--- config.mk ---
export PLATFORM = sky130hd
export DESIGN_NAME = flag_alu
export DESIGN_NICKNAME = d
export VERILOG_FILES = /design/src/rtl/alu_pkg.sv /design/src/rtl/alu_decoder.sv /design/src/rtl/alu_logic_unit.sv /design/src/rtl/alu_adder.sv /design/src/rtl/alu_flag_unit.sv /design/src/rtl/flag_alu.sv
export SDC_FILE = /design/constraint.sdc
export NUM_CORES = 1
export LEC_CHECK = 0
export CORE_MARGIN = 2
export CORE_UTILIZATION = 60
export DETAILED_ROUTE_END_ITERATION = 16
export DONT_BUFFER_PORTS = 1
export GPL_TIMING_DRIVEN = 1
export PLACE_DENSITY_LB_ADDON = 0.2
export SETUP_SLACK_MARGIN = 0.1
export SLEW_MARGIN = 20
export SYNTH_ARGS = -nofsm -noshare
export SYNTH_HDL_FRONTEND = slang
export SYNTH_HIERARCHICAL = 1
export SYNTH_SLANG_ARGS = --single-unit
export TNS_END_PERCENT = 100
--- constraint.sdc ---
create_clock -name vclk -period 6.75
set_input_delay 0.675 -clock vclk [all_inputs]
set_output_delay 0.675 -clock vclk [all_outputs]
set_load 0.05 [all_outputs]
--- src/rtl/alu_pkg.sv ---
package alu_pkg;

    typedef enum logic [3:0] {
        OP_AND  = 4'h0,
        OP_OR   = 4'h1,
        OP_XOR  = 4'h2,
        OP_BCLR = 4'h3,
        OP_ADD  = 4'h4,
        OP_SUB  = 4'h5,
        OP_ADDC = 4'h6,
        OP_MOVE = 4'h7,
        OP_MOVN = 4'h8,
        OP_TAND = 4'h9,
        OP_TXOR = 4'hA,
        OP_CMP  = 4'hB
    } alu_op_e;

    typedef enum logic [1:0] {
        CLS_BITWISE,
        CLS_ARITH,
        CLS_COMPARE,
        CLS_UNUSED
    } op_class_e;

    typedef enum logic [2:0] {
        LG_AND,
        LG_OR,
        LG_XOR,
        LG_BCLR,
        LG_PASS,
        LG_INV
    } logic_sel_e;

    typedef enum logic [1:0] {
        CIN_ZERO,
        CIN_ONE,
        CIN_FLAG
    } cin_sel_e;

    typedef struct packed {
        logic n;
        logic z;
        logic c;
        logic v;
    } flags_t;

endpackage

--- src/rtl/alu_decoder.sv ---
module alu_decoder
    import alu_pkg::*;
(
    input  logic [3:0] op_i,
    output op_class_e  cls_o,
    output logic_sel_e lsel_o,
    output logic       use_adder_o,
    output logic       binv_o,
    output cin_sel_e   cin_o,
    output logic       wr_res_o,
    output logic       force_flags_o
);

    always_comb begin
        cls_o         = CLS_UNUSED;
        lsel_o        = LG_AND;
        use_adder_o   = 1'b0;
        binv_o        = 1'b0;
        cin_o         = CIN_ZERO;
        wr_res_o      = 1'b0;
        force_flags_o = 1'b0;
        unique case (op_i)
            OP_AND:  begin cls_o = CLS_BITWISE; lsel_o = LG_AND;  wr_res_o = 1'b1; end
            OP_OR:   begin cls_o = CLS_BITWISE; lsel_o = LG_OR;   wr_res_o = 1'b1; end
            OP_XOR:  begin cls_o = CLS_BITWISE; lsel_o = LG_XOR;  wr_res_o = 1'b1; end
            OP_BCLR: begin cls_o = CLS_BITWISE; lsel_o = LG_BCLR; wr_res_o = 1'b1; end
            OP_MOVE: begin cls_o = CLS_BITWISE; lsel_o = LG_PASS; wr_res_o = 1'b1; end
            OP_MOVN: begin cls_o = CLS_BITWISE; lsel_o = LG_INV;  wr_res_o = 1'b1; end
            OP_ADD: begin
                cls_o = CLS_ARITH; use_adder_o = 1'b1; wr_res_o = 1'b1;
            end
            OP_SUB: begin
                cls_o = CLS_ARITH; use_adder_o = 1'b1; wr_res_o = 1'b1;
                binv_o = 1'b1; cin_o = CIN_ONE;
            end
            OP_ADDC: begin
                cls_o = CLS_ARITH; use_adder_o = 1'b1; wr_res_o = 1'b1;
                cin_o = CIN_FLAG;
            end
            OP_TAND: begin
                cls_o = CLS_COMPARE; lsel_o = LG_AND; force_flags_o = 1'b1;
            end
            OP_TXOR: begin
                cls_o = CLS_COMPARE; lsel_o = LG_XOR; force_flags_o = 1'b1;
            end
            OP_CMP: begin
                cls_o = CLS_COMPARE; use_adder_o = 1'b1; force_flags_o = 1'b1;
                binv_o = 1'b1; cin_o = CIN_ONE;
            end
            default: begin
                cls_o = CLS_UNUSED;
            end
        endcase
    end

    always_comb begin

        cmp_no_write_chk: assert (!(cls_o == CLS_COMPARE) || (!wr_res_o && force_flags_o));

        unused_quiet_chk: assert (!(cls_o == CLS_UNUSED) || (!wr_res_o && !force_flags_o && !use_adder_o));
    end

endmodule

--- src/rtl/alu_logic_unit.sv ---
module alu_logic_unit
    import alu_pkg::*;
#(
    parameter int WIDTH = 32
) (
    input  logic [WIDTH-1:0] a_i,
    input  logic [WIDTH-1:0] b_i,
    input  logic_sel_e       sel_i,
    output logic [WIDTH-1:0] y_o
);

    always_comb begin
        unique case (sel_i)
            LG_AND:  y_o = a_i & b_i;
            LG_OR:   y_o = a_i | b_i;
            LG_XOR:  y_o = a_i ^ b_i;
            LG_BCLR: y_o = a_i & ~b_i;
            LG_PASS: y_o = b_i;
            LG_INV:  y_o = ~b_i;
            default: y_o = '0;
        endcase
    end

    always_comb begin

        bclr_clears_chk: assert (!(sel_i == LG_BCLR) || ((y_o & b_i) == '0));

        inv_disjoint_chk: assert (!(sel_i == LG_INV) || ((y_o ^ b_i) == {WIDTH{1'b1}}));
    end

endmodule

--- src/rtl/alu_adder.sv ---
module alu_adder #(
    parameter int WIDTH = 32
) (
    input  logic [WIDTH-1:0] a_i,
    input  logic [WIDTH-1:0] b_i,
    input  logic             binv_i,
    input  logic             cin_i,
    output logic [WIDTH-1:0] sum_o,
    output logic             cout_o,
    output logic             ovf_o
);

    localparam int EXT = WIDTH + 1;

    logic [WIDTH-1:0] b_eff;
    logic [EXT-1:0]   wide;

    always_comb begin
        b_eff  = binv_i ? ~b_i : b_i;
        wide   = {1'b0, a_i} + {1'b0, b_eff} + {{WIDTH{1'b0}}, cin_i};
        sum_o  = wide[WIDTH-1:0];
        cout_o = wide[WIDTH];
        ovf_o  = (a_i[WIDTH-1] == b_eff[WIDTH-1]) && (sum_o[WIDTH-1] != a_i[WIDTH-1]);
    end

    always_comb begin

        sub_borrow_chk: assert (!(binv_i && cin_i) || (cout_o == (a_i >= b_i)));
    end

endmodule

--- src/rtl/alu_flag_unit.sv ---
module alu_flag_unit
    import alu_pkg::*;
#(
    parameter int WIDTH = 32
) (
    input  logic [WIDTH-1:0] res_i,
    input  logic             from_adder_i,
    input  logic             cout_i,
    input  logic             ovf_i,
    input  logic             shc_i,
    input  flags_t           flags_i,
    input  logic             upd_i,
    output flags_t           flags_o
);

    flags_t fresh;

    always_comb begin
        fresh.n = res_i[WIDTH-1];
        fresh.z = (res_i == '0);
        if (from_adder_i) begin
            fresh.c = cout_i;
            fresh.v = ovf_i;
        end else begin
            fresh.c = shc_i;
            fresh.v = flags_i.v;
        end
        flags_o = upd_i ? fresh : flags_i;
    end

    always_comb begin

        hold_flags_chk: assert (upd_i || (flags_o == flags_i));

        shift_carry_chk: assert (!(upd_i && !from_adder_i) || (flags_o.c == shc_i && flags_o.v == flags_i.v));
    end

endmodule

--- src/rtl/flag_alu.sv ---
module flag_alu
    import alu_pkg::*;
#(
    parameter int WIDTH = 32
) (
    input  logic [31:0] opa_i,
    input  logic [31:0] opb_i,
    input  logic        shc_i,
    input  logic [3:0]  flags_i,
    input  logic [3:0]  op_i,
    input  logic        setf_i,
    output logic [31:0] res_o,
    output logic        res_we_o,
    output logic [3:0]  flags_o,
    output logic        flags_we_o
);

    op_class_e  cls;
    logic_sel_e lsel;
    logic       use_adder;
    logic       binv;
    cin_sel_e   cin_sel;
    logic       wr_res;
    logic       force_flags;

    logic [WIDTH-1:0] a_w;
    logic [WIDTH-1:0] b_w;
    logic [WIDTH-1:0] logic_y;
    logic [WIDTH-1:0] sum;
    logic [WIDTH-1:0] result;
    logic             cout;
    logic             ovf;
    logic             cin;
    logic             upd;
    flags_t           cur_flags;
    flags_t           nxt_flags;

    assign a_w       = opa_i[WIDTH-1:0];
    assign b_w       = opb_i[WIDTH-1:0];
    assign cur_flags = flags_t'(flags_i);

    alu_decoder dec_i (
        .op_i         (op_i),
        .cls_o        (cls),
        .lsel_o       (lsel),
        .use_adder_o  (use_adder),
        .binv_o       (binv),
        .cin_o        (cin_sel),
        .wr_res_o     (wr_res),
        .force_flags_o(force_flags)
    );

    alu_logic_unit #(.WIDTH(WIDTH)) lu_i (
        .a_i  (a_w),
        .b_i  (b_w),
        .sel_i(lsel),
        .y_o  (logic_y)
    );

    always_comb begin
        unique case (cin_sel)
            CIN_ONE:  cin = 1'b1;
            CIN_FLAG: cin = cur_flags.c;
            default:  cin = 1'b0;
        endcase
    end

    alu_adder #(.WIDTH(WIDTH)) add_i (
        .a_i   (a_w),
        .b_i   (b_w),
        .binv_i(binv),
        .cin_i (cin),
        .sum_o (sum),
        .cout_o(cout),
        .ovf_o (ovf)
    );

    always_comb begin
        unique case (cls)
            CLS_UNUSED: result = '0;
            default:    result = use_adder ? sum : logic_y;
        endcase
        upd = force_flags || (setf_i && wr_res);
    end

    alu_flag_unit #(.WIDTH(WIDTH)) fl_i (
        .res_i       (result),
        .from_adder_i(use_adder),
        .cout_i      (cout),
        .ovf_i       (ovf),
        .shc_i       (shc_i),
        .flags_i     (cur_flags),
        .upd_i       (upd),
        .flags_o     (nxt_flags)
    );

    assign res_o      = result;
    assign res_we_o   = wr_res;
    assign flags_o    = nxt_flags;
    assign flags_we_o = upd;

    always_comb begin

        setf_gate_chk: assert (!res_we_o || (flags_we_o == setf_i));

        zero_flag_chk: assert (!flags_we_o || (flags_o[2] == (res_o == 32'd0)));

        neg_flag_chk: assert (!flags_we_o || (flags_o[3] == res_o[31]));

        unused_result_chk: assert (!(op_i >= 4'hC) || (res_o == 32'd0 && !res_we_o && !flags_we_o));
    end

endmodule

==> results.cfg <==
[power]
powerDensity_nw_per_um2 = 141
vdd_drop_max_uv = 104
p_clk_share_pct = 0
seqPwrFrac_pct = 0
switching_share_pct = 65.3
p_int_uw = 250
finalPower_uw = 720
p_comb_share_pct = 100.0
p_leak_uw = 0.00247
p_sw_uw = 470

[route]
wirelength_microns = 14600
viasPerCell = 6.53
antenna_left = 0
wl_per_cell_microns = 17.8
vias = 5374
drt_iter0_drc = 321
drc = 0
drt_first_pass_iters = 5

[layout]
final_common_cell = nor2_1
regArea_sq_um = 0
seq_cell_count = 0
fin_util_pct = 61.8
n_antenna_cell = 0
drive_above_1_share_pct = 7.94
area_delta_synth_final_pct = -0.585
final_cell_mix = nor2_1 (131), inv_1 (78), ha_1 (65)
nClkBuffers = 0
fin_cells = 823
nets = 861

[worst_setup_path]
max_stage_delay_ns = 0.43
cp_data_arrival_time_ns = 5.65
start_kind = primary input
crit_end = flags_o[2]
crit_fanout = 8
slowest_stage = fa_1
end_kind = primary output
required_ns = 6.07
critPathLaunch = op_i[2]
crit_chain = nand2b_1 > o21ai_0 > inv_1 > ha_1 > nor2_1 > inv_1 > fa_1 > fa_1 > nor2b_1 > o2111ai_1 > nand2_1 > a41oi_4 > o21ai_1 > a21oi_1 > xnor2_1 > mux2i_1 > nor2_1 > nor4_1 > nand4_1 > o31ai_2 > buf_4
crit_type = primary input to primary output

[sta]
setup_tns_ns = 0
rsz0062_at_grt = no
finalHoldViolations = 0
slew_viol_final = 0
max_slew_margin_pct = 27.9
setup_viol = 0
max_freq_ghz = 0.158
fin_crit_sh_pct = 93.6
period_needed_ns = 6.32
worstMarginPinSlew_ns = 1.08

[logic_synthesis]
syn-num-nets = 886
yosysSeqAreaShare_pct = 0
syn-cell-area_sq_um = 5140
synth_area_per_cell_sq_um = 6.89
ys_types = 69
ys_warn_count = 6
synth_xor_area_share_pct = 10.4
synth_top_family_by_area = compound AO/OA/AOI/OAI gates
synthAdderAreaFrac_pct = 16.6
synth_mux_area_share_pct = 7.28
synth-compound-area-share_pct = 33.5
yosys.area_share.simple_pct = 19.2
netlist_instances = 745

[floorplanning]
initial_core_util_pct = 62.2
io_pins = 112
die_y_microns = 96.5
rows = 33
die_area_sq_um = 9320
core_sq_um = 8260
die_x_microns = 96.5

[global_routing]
grt_pass1_wl_microns = 23500
grt_max_degree = 41
grt_pass1_vias = 5074
grt_overflow_total = 0
antenna_found_initial = 0
track_usage_pct = 30.5

[placement]
io_buffers = 0
placed_cells = 823
place_hpwl_microns = 11400
gp_congestion = 0.975

[min_path]
hold_path_class = primary input to primary output
hp-start = op_i[2]

[clocking]
post_cts_buffers = 0

[outcome]
status = completed

[flow_run]
maxCapViolCount = 0
power groups by stage:
stage	Sequential [uW]	Combinational (uW)	Clock, uW
6_report	0	720	0
5_1_grt	0	780	0
4_1_cts	0	714	0
3_5_place_dp	0	710	0
3_3_place_gp	0	693	0
2_1_floorplan	0	598	0
critical path, delay by kind of cell:
| kind | cells | cell delay (ns) |
|---|---|---|
| adder cells (fa/ha/maj) | 3 | 1.16 |
| AO/OA/AOI/OAI | 6 | 1.49 |
| buffers and inverters | 3 | 0.40 |
| AND/OR/NAND/NOR | 7 | 1.63 |
| multiplexers | 1 | 0.15 |
| XOR/XNOR | 1 | 0.15 |
area by class of cell:
class	count	area (sq um)
multi-input combinational	618	4520
fill	790	3150
inverter	78	293
timing repair buffer	22	165
tap	105	131
logic make-up after synthesis:
kind of cell | Yosys count
compound gates | 238
xor+xnor | 61
fa+ha+maj | 67
buf+inv | 127
mux | 37
simple gates | 215
cell usage after synthesis, types with 3 or more instances:
| cell type | count | area share [%] |
|---|---|---|
| ha_1 | 65 | 16 |
| o32a_1 | 16 | 3.1 |
| a2bb2oi_2 | 13 | 3.8 |
| a31oi_1 | 19 | 2.3 |
| nand2_1 | 27 | 2.0 |
| buf_2 | 14 | 1.4 |
| o21a_1 | 8 | 1.2 |
| a211oi_1 | 3 | 0.44 |
| a2bb2oi_1 | 3 | 0.51 |
| buf_4 | 7 | 1.0 |
| o21ai_1 | 15 | 1.5 |
| a21oi_1 | 65 | 6.3 |
| inv_1 | 78 | 5.7 |
| buf_6 | 13 | 2.9 |
| nand3_1 | 5 | 0.49 |
| nand4_1 | 9 | 1.1 |
| nor2b_1 | 4 | 0.49 |
| nor3_1 | 4 | 0.39 |
| nor2_1 | 131 | 9.6 |
| buf_12 | 3 | 1.2 |
| xnor2_1 | 22 | 3.8 |
| o32ai_1 | 17 | 2.9 |
| buf_1 | 3 | 0.22 |
| nand2b_1 | 7 | 0.85 |
| clkbuf_1 | 9 | 0.66 |
| nor4_1 | 6 | 0.73 |
| xor2_1 | 39 | 6.7 |
| mux2i_1 | 34 | 6.6 |
| o21bai_1 | 7 | 1.0 |
| a21o_1 | 27 | 3.9 |
| o21ai_0 | 24 | 2.3 |
| and2_1 | 3 | 0.37 |
worst min path at each step:
stage	to	slack, ns	cells past startpoint
finish	res_we_o	1.53	1
detailed placement	res_we_o	1.53	1
global route	res_we_o	1.54	1
global placement	res_we_o	1.53	1
CTS	res_we_o	1.53	1
floorplan	flags_o[2]	1.61	2
per-stage QoR:
stage          setup slack (ns)  instance area (sq um)  hold slack (ns)
2_1_floorplan             0.665                   5140             1.61
3_3_place_gp              0.575                   5110             1.53
3_5_place_dp              0.396                   5110             1.53
4_1_cts                   0.332                   5110             1.53
5_1_grt                   0.145                   5110             1.54
6_report                  0.429                   5110             1.53
what timing repair did:
action	in CTS	in global routing
endpoints found under the setup margin	0	1
resized for setup	0	1
hold buffers	0	0
metal layers:
layer | wire (microns) | vias up | track usage, %
met4 | 246 | 0 | 7.39
met2 | 7080 | 222 | 54.1
met3 | 1170 | 23 | 3.18
met1 | 6110 | 2531 | 39.5
met5 | 0 | - | 0
li1 | - | 2598 | -
Note: power is estimated with default switching activity, not from simulation.
